**config.mk**
```make
export PLATFORM = sky130hd
export DESIGN_NAME = e3_frame_align
export DESIGN_NICKNAME = d
export VERILOG_FILES = /design/src/rtl/e3fa_pkg.sv /design/src/rtl/e3fa_ctrl.sv /design/src/rtl/e3fa_dp.sv /design/src/rtl/e3_frame_align.sv
export SDC_FILE = /design/constraint.sdc
export NUM_CORES = 1
export LEC_CHECK = 0
export BUFFER_PORTS_ARGS = -buffer_cell sky130_fd_sc_hd__buf_2
export CORE_MARGIN = 5
export CORE_UTILIZATION = 45
export CTS_BUF_LIST = sky130_fd_sc_hd__clkbuf_2
export CTS_CLUSTER_DIAMETER = 50
export DETAILED_ROUTE_END_ITERATION = 7
export GPL_ROUTABILITY_DRIVEN = 0
export PLACE_DENSITY = 0.67
export REMOVE_ABC_BUFFERS = 1
export SYNTH_ARGS = -nofsm -noshare
export SYNTH_HDL_FRONTEND = slang
export SYNTH_SLANG_ARGS = --single-unit
```
**constraint.sdc**
```tcl
create_clock -name clk -period 4.2 [get_ports clk]
set_clock_uncertainty 0.05 [all_clocks]
set_input_delay 0.21 -clock clk [delete_from_list [all_inputs] [get_ports clk]]
set_output_delay 0.21 -clock clk [all_outputs]
set_load 0.1 [all_outputs]
```
**src/rtl/e3fa_pkg.sv**
```systemverilog
package e3fa_pkg;

  typedef enum logic [1:0] {
    ST_SEARCH  = 2'd0,
    ST_CHECK   = 2'd1,
    ST_INFRAME = 2'd2
  } alignState_e;

  // strobes from control to datapath
  typedef struct packed {
    logic loadCand;
    logic incHit;
    logic clrErr;
    logic incErr;
    logic goOof;
    logic incDwell;
    logic goLof;
    logic inFrame;
  } alignCmd_t;

  // conditions from datapath to control
  typedef struct packed {
    logic posMatch;
    logic hitLast;
    logic errLast;
    logic dwellLast;
    logic dwelling;
  } alignSense_t;

endpackage

```
**src/rtl/e3fa_ctrl.sv**
```systemverilog
module e3fa_ctrl
  import e3fa_pkg::*;
(
  input  logic        clk,
  input  logic        rstN,
  input  logic        frameStrobe,
  input  logic        fasOk,
  input  alignSense_t sense,
  output alignCmd_t   cmd
);

  alignState_e stateQ, stateNext;

  always_comb begin
    cmd       = '0;
    stateNext = stateQ;
    if (frameStrobe) begin
      case (stateQ)
        ST_SEARCH: begin
          if (fasOk) begin
            cmd.loadCand = 1'b1;
            stateNext    = ST_CHECK;
          end
        end
        ST_CHECK: begin
          if (fasOk && sense.posMatch) begin
            if (sense.hitLast) begin
              cmd.inFrame = 1'b1;
              stateNext   = ST_INFRAME;
            end else begin
              cmd.incHit = 1'b1;
            end
          end else begin
            stateNext = ST_SEARCH;
          end
        end
        ST_INFRAME: begin
          if (!fasOk) begin
            if (sense.errLast) begin
              cmd.goOof = 1'b1;
              stateNext = ST_SEARCH;
            end else begin
              cmd.incErr = 1'b1;
            end
          end else begin
            cmd.clrErr = 1'b1;
          end
        end
        default: stateNext = ST_SEARCH;
      endcase
      // out-of-frame dwell: regaining frame wins over escalation
      if (stateQ != ST_INFRAME && sense.dwelling && !cmd.inFrame) begin
        if (sense.dwellLast) begin
          cmd.goLof    = 1'b1;
          cmd.loadCand = 1'b0;
          cmd.incHit   = 1'b0;
          stateNext    = ST_SEARCH;
        end else begin
          cmd.incDwell = 1'b1;
        end
      end
    end
  end

  always_ff @(posedge clk) begin
    if (!rstN) stateQ <= ST_SEARCH;
    else       stateQ <= stateNext;
  end

  // in frame is only ever entered from candidate verification
  a_r2_entry_from_check: assert property (@(posedge clk) disable iff (!rstN)
    (stateQ == ST_INFRAME && $past(stateQ) != ST_INFRAME) |-> $past(stateQ) == ST_CHECK);

  // loss of frame always restarts the search
  a_r6_lof_restarts: assert property (@(posedge clk) disable iff (!rstN)
    cmd.goLof |=> stateQ == ST_SEARCH);

endmodule

```
**src/rtl/e3fa_dp.sv**
```systemverilog
module e3fa_dp
  import e3fa_pkg::*;
#(
  parameter int POS_W       = 11,
  parameter int SEARCH_HITS = 3,
  parameter int LOSS_ERRS   = 4,
  parameter int DWELL_LONG  = 24,
  parameter int DWELL_SHORT = 8
) (
  input  logic             clk,
  input  logic             rstN,
  input  logic [POS_W-1:0] fasPos,
  input  alignCmd_t        cmd,
  input  logic             losIn,
  input  logic             aisIn,
  input  logic             ferfIn,
  input  logic             cfgWrEn,
  input  logic [7:0]       cfgWrData,
  input  logic             intRdEn,
  output alignSense_t      sense,
  output logic             oofFlag,
  output logic             lofFlag,
  output logic [7:0]       cfgStatus,
  output logic [7:0]       intStatus
);

  localparam int HIT_W = $clog2(SEARCH_HITS + 1);
  localparam int ERR_W = $clog2(LOSS_ERRS + 1);
  localparam int DW_W  = $clog2(DWELL_LONG + 1);
  localparam int EVT_W = 5;

  logic [POS_W-1:0] candQ, heldPos;
  logic             heldValid;
  logic [HIT_W-1:0] hitCnt;
  logic [ERR_W-1:0] errCnt;
  logic [DW_W-1:0]  dwellCnt, dwellLimit;
  logic             algoSel, losQ, aisQ, ferfQ;
  logic [EVT_W-1:0] intQ, evt;

  assign dwellLimit = algoSel ? DW_W'(DWELL_SHORT - 1) : DW_W'(DWELL_LONG - 1);

  assign sense.posMatch  = (fasPos == candQ);
  assign sense.hitLast   = (hitCnt == HIT_W'(SEARCH_HITS - 1));
  assign sense.errLast   = (errCnt == ERR_W'(LOSS_ERRS - 1));
  assign sense.dwellLast = (dwellCnt == dwellLimit);
  assign sense.dwelling  = oofFlag && !lofFlag;

  // candidate alignment and verification run
  always_ff @(posedge clk) begin
    if (!rstN) begin
      candQ  <= '0;
      hitCnt <= '0;
    end else if (cmd.loadCand) begin
      candQ  <= fasPos;
      hitCnt <= HIT_W'(1);
    end else if (cmd.incHit) begin
      hitCnt <= hitCnt + 1'b1;
    end
  end

  // run of consecutive misses while in frame
  always_ff @(posedge clk) begin
    if (!rstN || cmd.clrErr || cmd.inFrame) errCnt <= '0;
    else if (cmd.incErr)                    errCnt <= errCnt + 1'b1;
  end

  // out-of-frame dwell
  always_ff @(posedge clk) begin
    if (!rstN || cmd.goOof) dwellCnt <= '0;
    else if (cmd.incDwell)  dwellCnt <= dwellCnt + 1'b1;
  end

  // alarm flags and the last position held in frame
  always_ff @(posedge clk) begin
    if (!rstN) begin
      oofFlag   <= 1'b1;
      lofFlag   <= 1'b1;
      heldPos   <= '0;
      heldValid <= 1'b0;
    end else begin
      if (cmd.goOof) oofFlag <= 1'b1;
      if (cmd.goLof) lofFlag <= 1'b1;
      if (cmd.inFrame) begin
        oofFlag   <= 1'b0;
        lofFlag   <= 1'b0;
        heldPos   <= candQ;
        heldValid <= 1'b1;
      end
    end
  end

  // configuration and line-condition samples
  always_ff @(posedge clk) begin
    if (!rstN) begin
      algoSel <= 1'b0;
      losQ    <= 1'b0;
      aisQ    <= 1'b0;
      ferfQ   <= 1'b0;
    end else begin
      if (cfgWrEn) algoSel <= cfgWrData[7];
      losQ  <= losIn;
      aisQ  <= aisIn;
      ferfQ <= ferfIn;
    end
  end

  // event byte: new events win over a simultaneous read
  always_comb begin
    evt[4] = cmd.inFrame && heldValid && (candQ != heldPos);
    evt[3] = cmd.goOof || cmd.inFrame;
    evt[2] = cmd.goLof || cmd.inFrame;
    evt[1] = losIn ^ losQ;
    evt[0] = aisIn ^ aisQ;
  end

  always_ff @(posedge clk) begin
    if (!rstN) intQ <= '0;
    else       intQ <= (intRdEn ? '0 : intQ) | evt;
  end

  assign cfgStatus = {algoSel, lofFlag, oofFlag, losQ, aisQ, 2'b00, ferfQ};
  assign intStatus = {3'b000, intQ};

  // loss of frame is only ever reported together with out of frame
  a_r5_lof_within_oof: assert property (@(posedge clk) disable iff (!rstN)
    lofFlag |-> oofFlag);

  // loss of frame rises only when the dwell count sat at the limit
  a_r5_lof_at_limit: assert property (@(posedge clk) disable iff (!rstN)
    $rose(lofFlag) |-> $past(dwellCnt == dwellLimit));

  // declaring in frame drops both alarms
  a_r3_inframe_clears: assert property (@(posedge clk) disable iff (!rstN)
    $past(cmd.inFrame) |-> (!oofFlag && !lofFlag));

  // an out-of-frame event survives a read in the same cycle
  a_r9_event_kept: assert property (@(posedge clk) disable iff (!rstN)
    $past(cmd.goOof) |-> intQ[3]);

  // change of alignment needs a previously held position
  a_r8_cofa_history: assert property (@(posedge clk) disable iff (!rstN)
    $rose(intQ[4]) |-> heldValid);

endmodule

```
**src/rtl/e3_frame_align.sv**
```systemverilog
module e3_frame_align
  import e3fa_pkg::*;
#(
  parameter int POS_W       = 11,
  parameter int SEARCH_HITS = 3,
  parameter int LOSS_ERRS   = 4,
  parameter int DWELL_LONG  = 24,
  parameter int DWELL_SHORT = 8
) (
  input  logic             clk,
  input  logic             rstN,
  input  logic             frameStrobe,
  input  logic             fasOk,
  input  logic [POS_W-1:0] fasPos,
  input  logic             losIn,
  input  logic             aisIn,
  input  logic             ferfIn,
  input  logic             cfgWrEn,
  input  logic [7:0]       cfgWrData,
  input  logic             intRdEn,
  output logic             oofPin,
  output logic             lofPin,
  output logic [7:0]       cfgStatus,
  output logic [7:0]       intStatus
);

  alignCmd_t   cmd;
  alignSense_t sense;
  logic        oofFlag, lofFlag;

  e3fa_ctrl u_ctrl (
    .clk        (clk),
    .rstN       (rstN),
    .frameStrobe(frameStrobe),
    .fasOk      (fasOk),
    .sense      (sense),
    .cmd        (cmd)
  );

  e3fa_dp #(
    .POS_W      (POS_W),
    .SEARCH_HITS(SEARCH_HITS),
    .LOSS_ERRS  (LOSS_ERRS),
    .DWELL_LONG (DWELL_LONG),
    .DWELL_SHORT(DWELL_SHORT)
  ) u_dp (
    .clk      (clk),
    .rstN     (rstN),
    .fasPos   (fasPos),
    .cmd      (cmd),
    .losIn    (losIn),
    .aisIn    (aisIn),
    .ferfIn   (ferfIn),
    .cfgWrEn  (cfgWrEn),
    .cfgWrData(cfgWrData),
    .intRdEn  (intRdEn),
    .sense    (sense),
    .oofFlag  (oofFlag),
    .lofFlag  (lofFlag),
    .cfgStatus(cfgStatus),
    .intStatus(intStatus)
  );

  assign oofPin = oofFlag;
  assign lofPin = lofFlag;

endmodule

```
Yosys cells after proc, flatten, opt, wreduce, memory -nomap -nowiden --
Index checks and enable logic that the tools add are counted.
Word-level totals: bits in registers 46, input port bits 28, output and inout port bits 18, word-level logic and storage cells 84
Operators by class: add/subtract/negate cells 3, multiplexer cells 35, eq/ne operators 8, reduce and logical (&&, ||, !) cells 19, bitwise operators 4
Operator list (number):
- 2-bit two-way mux | 11
- 1-bit two-way mux | 19
- 11-bit equality test | 1
- 11-bit inequality test | 1
- 5-bit two-way mux | 2
- 8-bit two-way mux | 1
- 1-bit logical AND | 6
- 2-bit one-hot mux with 3 select lines | 1
- 2-bit nonzero test | 3
- 5-bit by 1-bit adder with 5-bit output (second input constant) | 1
- 5-bit equality test | 1
- 1-bit logical OR | 5
- 5-bit bitwise OR | 1
- 2-bit equality test (second input constant) | 2
- 3-bit by 1-bit adder with 3-bit output (second input constant) | 1
- 3-bit by 2-bit equality test with 1-bit output (second input constant) | 1
- 1-bit logical NOT | 3
- 3-bit two-way mux | 1
- 2-bit by 1-bit adder with 2-bit output (second input constant) | 1
- 2-bit by 1-bit equality test with 1-bit output (second input constant) | 1
- 2-bit logical NOT | 1
- 2-bit inequality test (second input constant) | 1
- 2-bit OR reduction | 1
- 1-bit bitwise XOR | 2
- 1-bit inverter | 1

Longest topological paths before layout --
Gate-level depths: netlist of the first run.
word-level depth 12, depth in mapped cells 8, gate-level depth less buffers 7

By module --
Synthesis of the first run repeated with hierarchy kept, for this count alone.
Unflattened totals: cells, all modules 229, area total of the unflattened synthesis 2162.1 µm²
By module, submodules not included:
- e3fa_dp | area each 1943.1 µm², sequential area each 880.8 µm², instances 1, cells an instance 200
- e3fa_ctrl | area each 219.0 µm², sequential area each 40.0 µm², instances 1, cells an instance 29

Least setup slack after synthesis of the first run --
No wires, ideal clock.
kind register to register, start reg u_dp.oofFlag, end reg u_dp.hitCnt[1], cell stages (with the launch flop) 6, data required time 4.035 ns, buffers on the path 0, data arrival time 2.165 ns, path slack 1.870 ns, library setup time 0.115 ns, clock period less this slack 2.330 ns, cell sequence dfxtp_1 > or2b_4 > o41ai_2 > a2111oi_2 > mux2i_1 > and3_1
On the way: cells in the longest elaborated chain, start to end 6
Ends and longest elaborated chain:
- from (decl) | line e3fa_dp.sv:21 | output logic oofFlag,
- from (signal assigned) | line e3fa_dp.sv:76 | oofFlag <= 1'b1;
- from (signal assigned) | line e3fa_dp.sv:81 | if (cmd.goOof) oofFlag <= 1'b1;
- from (signal assigned) | line e3fa_dp.sv:84 | oofFlag <= 1'b0;
- 1-bit logical AND * | line e3fa_dp.sv:46 | assign sense.dwelling = oofFlag && !lofFlag;
- 1-bit logical AND * (2 in a row) | line e3fa_ctrl.sv:52 | if (stateQ != ST_INFRAME && sense.dwelling && !cmd.inFrame) begin
- 2-bit two-way mux * | line e3fa_ctrl.sv:52
- 8-bit two-way mux * | line e3fa_ctrl.sv:17 | if (frameStrobe) begin
- 2-bit OR reduction (no source line)
- to (signal assigned) | line e3fa_dp.sv:57 | hitCnt <= hitCnt + 1'b1;
- to (decl) | line e3fa_dp.sv:34 | logic [HIT_W-1:0] hitCnt;
Every way passes the cells marked *; elsewhere a longest branch is shown, timed or not. A chain may end at the register's enable or synchronous reset.

Final worst setup path of the first run --
start in rstN, end reg u_dp.dwellCnt[0]
On the way: cells in the longest elaborated chain, start to end 2
Ends and longest elaborated chain:
- from (decl) | line e3_frame_align.sv:11 | input logic rstN,
- 1-bit logical NOT
- 1-bit logical OR | line e3fa_dp.sv:69 | if (!rstN || cmd.goOof) dwellCnt <= '0;
- to (signal assigned) | line e3fa_dp.sv:70 | else if (cmd.incDwell) dwellCnt <= dwellCnt + 1'b1;
- to (decl) | line e3fa_dp.sv:36 | logic [DW_W-1:0] dwellCnt, dwellLimit;
Every way passes these cells.

==> flow_summary_export.csv, run 1 <==
group,metric,value,unit
critical_path,worstPathRequired,4.57,ns
routing,drtIter0Drc,90,
cells_and_area,diodes,0,
floorplanning,die_x,81.5,um
sta,finalHoldViolCount,0,
global_routing,grt_util_all_layers,14.7,%
synthesis,ys_warn_count,0,
critical_path,path_cells,"dlygate4sd3_1 > buf_2 > clkinv_1 > buf_4 > a21oi_2 > nand2_1 > a21oi_1 > a31o_2",
clock_network,root_buffer,"clkbuf_2",
global_routing,grt_pass1_wl,7610,um
sta,max_freq,0.506,GHz
clock_network,clkLatencyLatePin,0.44,ns
routing,wl,4480,um
synthesis,ys_seq_area_share,40.0,%
run,maxCapViolations,0,
sta,tightest_slew,0.517,ns
global_routing,grt_start_max_net_pins,20,
critical_path,cp-endpoint,"u_dp.dwellCnt[0]",
pwr,p_leak,0.00125,uW
pwr,power.density,332,nW/um^2
global_routing,antenna_found_initial,0,
critical_path,arrival,2.34,ns
min_path,holdPathStages,3,
routing,drc,0,
sta,slew_headroom,65.3,%
critical_path,worstRegToRegCells,6,
synthesis,synth.avg_cell_area,9.51,um^2
synthesis,synthCells,242,
placement,portBuffers,33,
cells_and_area,layout-drive-gt1-share,19.7,%
critical_path,slowest_delay,0.53,ns
synthesis,syn-cell-area,2300,um^2
clock_network,clock-sinks,46,
routing,viasPerCell,4.86,
critical_path,timing.rr.start,"u_dp.dwellCnt[0]",
critical_path,r2r_slack,2.24,ns
cells_and_area,final_common_cell,"dfxtp_1",
outcome,status,"finished, final reports clean",
routing,drt_first_pass_iters,4,
floorplanning,coreArea,5040,um^2
clock_network,clk_pin_slew,0.26,ns
routing,ant_nets,0,
critical_path,worstSetupPathType,"primary input to register",
cells_and_area,finalNonFillerCells,360,
routing,dr_total_vias,1750,
critical_path,end_kind,"register",
clock_network,cts_tree,"done",
sta,rsz0062_at_grt,"no",
cells_and_area,final_nets,321,
cells_and_area,area_delta_synth_final,19.2,%
floorplanning,ios,46,
clock_network,htree_levels,2,
sta,setup_viol,0,
critical_path,crit_path_start_kind,"primary input",
critical_path,r2r-end,"u_dp.candQ[5]",
synthesis,ys_ff_latch,46,
floorplanning,rows,26,
sta,fin_crit_sh,47.1,%
placement,dp_hpwl,3110,um
min_path,min_path_type,"primary input to register",
floorplanning,dieArea,6640,um^2
floorplanning,dieHeight,81.5,um
synthesis,synth_cell_types,44,
sta,min_period,1.98,ns
pwr,ir_worst_vdd,0.000207,V
sta,slew_violations,0,
critical_path,startpoint,"rstN",
critical_path,crit_fanout,19,
cells_and_area,fillers,458,
placement,dp.cells,332,
cells_and_area,layout_common_cells,"46 x dfxtp_1, 33 x buf_2, 32 x nor2_1",
critical_path,slowest_stage,"dlygate4sd3_1",
global_routing,grt-ovfl-total,0,
clock_network,numCtsBuffers,5,
clock_network,postCtsResizedCells,0,
sta,setup-tns-final,0,ns
floorplanning,start_util,45.6,%
critical_path,cp_top_family,"buffers and inverters",
critical_path,cp.depth,8,
routing,wl_per_cell,12.4,um
critical_path,cp.buffers_inverters,4,
global_routing,grt_pass1_vias,1700,
clock_network,clk_path_buf_depth,2,
worst min-delay path by stage:
stage | from | end
2_1_floorplan | rstN | u_dp.oofFlag
3_3_place_gp | ferfIn | u_dp.ferfQ
3_5_place_dp | ferfIn | u_dp.ferfQ
4_1_cts | frameStrobe | u_dp.lofFlag
5_1_grt | frameStrobe | u_dp.lofFlag
6_report | frameStrobe | u_dp.lofFlag
synth_stat cells (all sizes together):
| cell type | n | area share, % |
|---|---|---|
| nand3 | 4 | 0.87 |
| and3b | 2 | 0.87 |
| o21a | 1 | 0.33 |
| a21bo | 1 | 0.44 |
| nor4 | 1 | 0.54 |
| inv | 5 | 0.82 |
| a21o | 1 | 0.33 |
| conb | 1 | 0.16 |
| dfxtp | 46 | 40 |
| o21ai | 4 | 0.87 |
| a31oi | 2 | 0.54 |
| xor2 | 1 | 0.38 |
| mux2i | 28 | 12 |
| o41ai | 1 | 0.71 |
| nor2b | 3 | 0.82 |
| buf | 14 | 4.9 |
| o31ai | 1 | 0.33 |
| nand2b | 5 | 1.4 |
| a2111oi | 1 | 0.65 |
| nand3b | 1 | 0.33 |
| nand2 | 12 | 2.0 |
| clkinv | 1 | 0.16 |
| ha | 4 | 2.2 |
| o22ai | 1 | 0.27 |
| xnor2 | 25 | 9.5 |
| and3 | 3 | 0.82 |
| nand4 | 9 | 3.4 |
| clkbuf | 4 | 0.65 |
| or3 | 1 | 0.27 |
| and4bb | 1 | 0.54 |
| and4 | 4 | 1.7 |
| and2b | 2 | 0.71 |
| a31o | 1 | 0.38 |
| a21oi | 13 | 3.0 |
| or2b | 1 | 0.49 |
| nor2 | 32 | 5.2 |
| and2 | 5 | 1.4 |
flip-flops by register name, indices dropped and copies added, names as in the netlist:
| name | cells |
|---|---|
| u_ctrl.stateQ | 2 |
| u_dp.aisQ | 1 |
| u_dp.algoSel | 1 |
| u_dp.candQ | 11 |
| u_dp.dwellCnt | 5 |
| u_dp.errCnt | 3 |
| u_dp.ferfQ | 1 |
| u_dp.heldPos | 11 |
| u_dp.heldValid | 1 |
| u_dp.hitCnt | 2 |
| u_dp.intQ | 5 |
| u_dp.lofFlag | 1 |
| u_dp.losQ | 1 |
| u_dp.oofFlag | 1 |
cell type report:
cell class | instances | area [um^2] | share of cell area, %
Clock inverter | 3 | 68.8 | 2.51
Inverter | 6 | 22.5 | 0.821
Sequential cell | 46 | 921 | 33.6
Timing Repair Buffer | 54 | 373 | 13.6
Clock buffer | 5 | 25.0 | 0.912
Multi-Input combinational cell | 176 | 1240 | 45.4
Tap cell | 70 | 87.6 | 3.19
repair_timing:
| action | CTS | global route |
|---|---|---|
| setup endpoints to repair | 0 | 0 |
| hold buffers | 20 | 0 |
| endpoints found under the hold margin | 20 | 0 |
| setup buffers | 0 | 0 |
metal layers:
metal	GRT usage [%]	up-vias	share of wire (%)
met2	25.6	25	48
met1	18.2	817	47
met4	3.55	0	0.98
li1	-	903	-
met5	0	-	0
met3	3.73	5	4.1
kinds of logic (layout without fill, tap and decap cells):
logic type	Yosys count	in the layout	share of synthesized area [%]
and+or+nand+nor	86	86	21.2
DFF	46	46	40.0
muxes	28	28	12.2
AOI/OAI and AO/OA	27	27	7.83
xor gates and xnor gates	26	26	9.90
buffers and inverters	24	68	6.53
adders and majority gates	4	4	2.18
other	1	5	0.163
through the flow:
stage / instance area (um^2) / hold WS (ns) / power, uW / setup slack (ns) / util [%]
finish: 2740 / 0.0331 / 910 / 2.22 / 54.4
CTS: 2740 / 0.0115 / 919 / 2.24 / 54.4
floorplan: 2190 / 0.236 / 560 / 1.21 / -
global placement: 2450 / 0.365 / 588 / 2.30 / 48.6
global route: 2740 / 0.0200 / 950 / 2.04 / 54.4
detailed placement: 2450 / 0.381 / 590 / 2.28 / 48.6
tightest hold or removal path: stages:
cell	delay [ns]
buf_2	0.14
nand4_1	0.11
nand2_1	0.06
power breakdown:
group | total [uW] | internal (uW) | switching (uW)
logic | 138 | 49.5 | 88.9
registers | 458 | 448 | 10.0
clock network | 313 | 161 | 152
No activity file was read; power rests on OpenSTA's default activity.
==> run 2: changes to the inputs <==
==> constraint.sdc (replaced) <==
create_clock -name clk -period 1.9 [get_ports clk]
set_clock_uncertainty 0.05 [all_clocks]
set_input_delay 0.095 -clock clk [delete_from_list [all_inputs] [get_ports clk]]
set_output_delay 0.095 -clock clk [all_outputs]
set_load 0.1 [all_outputs]
==> run 2 against run 1 <==
Against the previous run:
- routed wire length rose by 1.7%
- clock-buffer cell count did not move
- setup slack got worse by 2.1 ns
- critical endpoint is now u_dp.hitCnt[1]
==> flow_summary_export.csv, run 2 (synthesis gave the netlist of run 1 again) <==
group,metric,value,unit
cells_and_area,reg.largest.list,"u_dp.candQ x11, u_dp.heldPos x11",
min_path,holdPathStages,4,
clock_network,htree_levels,2,
routing,wl,4550,um
pwr,ir_worst_vdd,0.000647,V
critical_path,arrival,2.12,ns
floorplanning,die_x,81.5,um
pwr,p_seq_share,53.6,%
cells_and_area,final_nets,332,
floorplanning,start_util,45.6,%
routing,drt_first_pass_iters,4,
critical_path,worstSetupPathType,"register to register",
critical_path,startpoint,"u_dp.oofFlag",
critical_path,r2r_slack,0.10,ns
cells_and_area,layout_common_cells,"45 x dfxtp_1, 33 x buf_2, 32 x nor2_1",
global_routing,grt_pass1_wl,7720,um
floorplanning,dieHeight,81.5,um
global_routing,grt-ovfl-total,0,
floorplanning,ios,46,
cells_and_area,ff_latch_area,922,um^2
sta,max_freq,0.556,GHz
pwr,p_leak,0.00129,uW
cells_and_area,final_common_cell,"dfxtp_1",
min_path,hold_path_end,"u_dp.candQ[6]",
clock_network,numCtsBuffers,5,
routing,drc,0,
critical_path,crit_fanout,4,
routing,viasPerCell,4.78,
placement,place_area,2520,um^2
pwr,swShare,29.6,%
critical_path,r2r-end,"u_dp.hitCnt[1]",
critical_path,crit_path_start_kind,"register",
clock_network,clock-sinks,46,
routing,dr_total_vias,1773,
routing,wl_per_cell,12.3,um
routing,drtIter0Drc,45,
global_routing,grt_start_max_net_pins,21,
floorplanning,coreArea,5040,um^2
global_routing,grt_util_all_layers,14.9,%
floorplanning,rows,26,
pwr,p_comb_share,16.8,%
clock_network,clk_pin_slew,0.25,ns
clock_network,clkLatencyLatePin,0.43,ns
pwr,p_switching,559,uW
pwr,clkPwrFrac,29.6,%
min_path,hold_start,"fasPos[6]",
critical_path,worstRegToRegCells,5,
cells_and_area,area_delta_synth_final,22.7,%
routing,ant_nets,0,
placement,portBuffers,33,
sta,fin_crit_sh,94.6,%
clock_network,clk_path_buf_depth,2,
clock_network,root_buffer,"clkbuf_2",
critical_path,end_kind,"register",
floorplanning,dieArea,6640,um^2
sta,setup_viol,0,
outcome,status,"finished, final reports clean",
cells_and_area,layout-drive-gt1-share,21.9,%
sta,slew_violations,0,
min_path,min_path_type,"primary input to register",
global_routing,antenna_found_initial,0,
pwr,power.density,670,nW/um^2
sta,min_period,1.80,ns
cells_and_area,diodes,0,
cells_and_area,fin_area,2820,um^2
pwr,totalPowerFinal,1890,uW
clock_network,cts_tree,"done",
run,maxCapViolations,0,
global_routing,grt_pass1_vias,1722,
cells_and_area,multi_input_area,1240,um^2
sta,rsz0062_at_grt,"no",
sta,finalHoldViolCount,0,
critical_path,worstPathRequired,2.22,ns
pwr,p_int,1330,uW
placement,dp_hpwl,3170,um
critical_path,timing.rr.start,"u_dp.oofFlag",
cells_and_area,fillers,483,
==> run 2: changes by cell type in the layout (fill, tap and decap cells not counted), sizes merged <==
cell         change
buf              +8
dlygate4sd3      +3
clkinvlp         +2
bufinv           -1
clkinv           -1
==> run 2: worst max-delay path by stage <==
stage | endpoint | slack (ns) | cells past startpoint
after floorplan | u_dp.hitCnt[1] | -1.09 | 5
after global placement | u_dp.hitCnt[1] | 0.15 | 7
after detailed placement | u_dp.hitCnt[1] | 0.07 | 7
after CTS | u_dp.hitCnt[1] | 0.02 | 7
after global routing | u_dp.candQ[3] | 0.007 | 7
final | u_dp.hitCnt[1] | 0.10 | 5
==> run 2: power by group through the flow <==
stage	sequential (uW)	clock (uW)	combinational, uW
2_1_floorplan	1090	0	148
3_3_place_gp	1030	0	279
3_5_place_dp	1030	0	281
4_1_cts	1010	583	318
5_1_grt	1020	617	343
6_report	1010	560	318
==> run 2: cell type report <==
type	instances	share of cell area, %
Clock buffer	5	0.887
Clock inverter	3	1.60
Inverter	6	0.798
Multi-Input combinational cell	176	44.1
Sequential cell	46	32.7
Tap cell	70	3.10
Timing Repair Buffer	65	16.8
==> run 2: worst max-delay path: stages (launching register included) <==
cell and delay (ns):
dfxtp_1 0.43, or2b_4 0.30, o41ai_2 0.47, a2111oi_2 0.16, mux2i_1 0.15, and3_1 0.18
==> run 2: per-stage QoR <==
step	worst slack [ns]	hold slack [ns]	std cells	util (%)	TNS (ns)
floorplan	-1.09	0.121	228	-	-20.14
global placement	0.146	0.251	340	50.0	0
detailed placement	0.0721	0.260	340	50.0	0
CTS	0.0191	0.362	371	56.0	0
global route	0.00659	0.384	371	56.0	0
finish	0.102	0.379	371	56.0	0
==> run 2: metal layers <==
layer	global-route usage, %	part of all wire (%)	up-vias
met5	0	0	-
met4	4.90	1.1	0
met3	3.40	4.0	6
met2	25.2	48	31
met1	18.8	47	811
li1	-	-	925
==> run 2: timing repair <==
action                                 4_1_cts  5_1_grt
setup endpoints to repair                    0        1
endpoints found under the hold margin       28        0
gates resized for setup                      0        1
buffers inserted                             0        0
hold buffers                                23        0
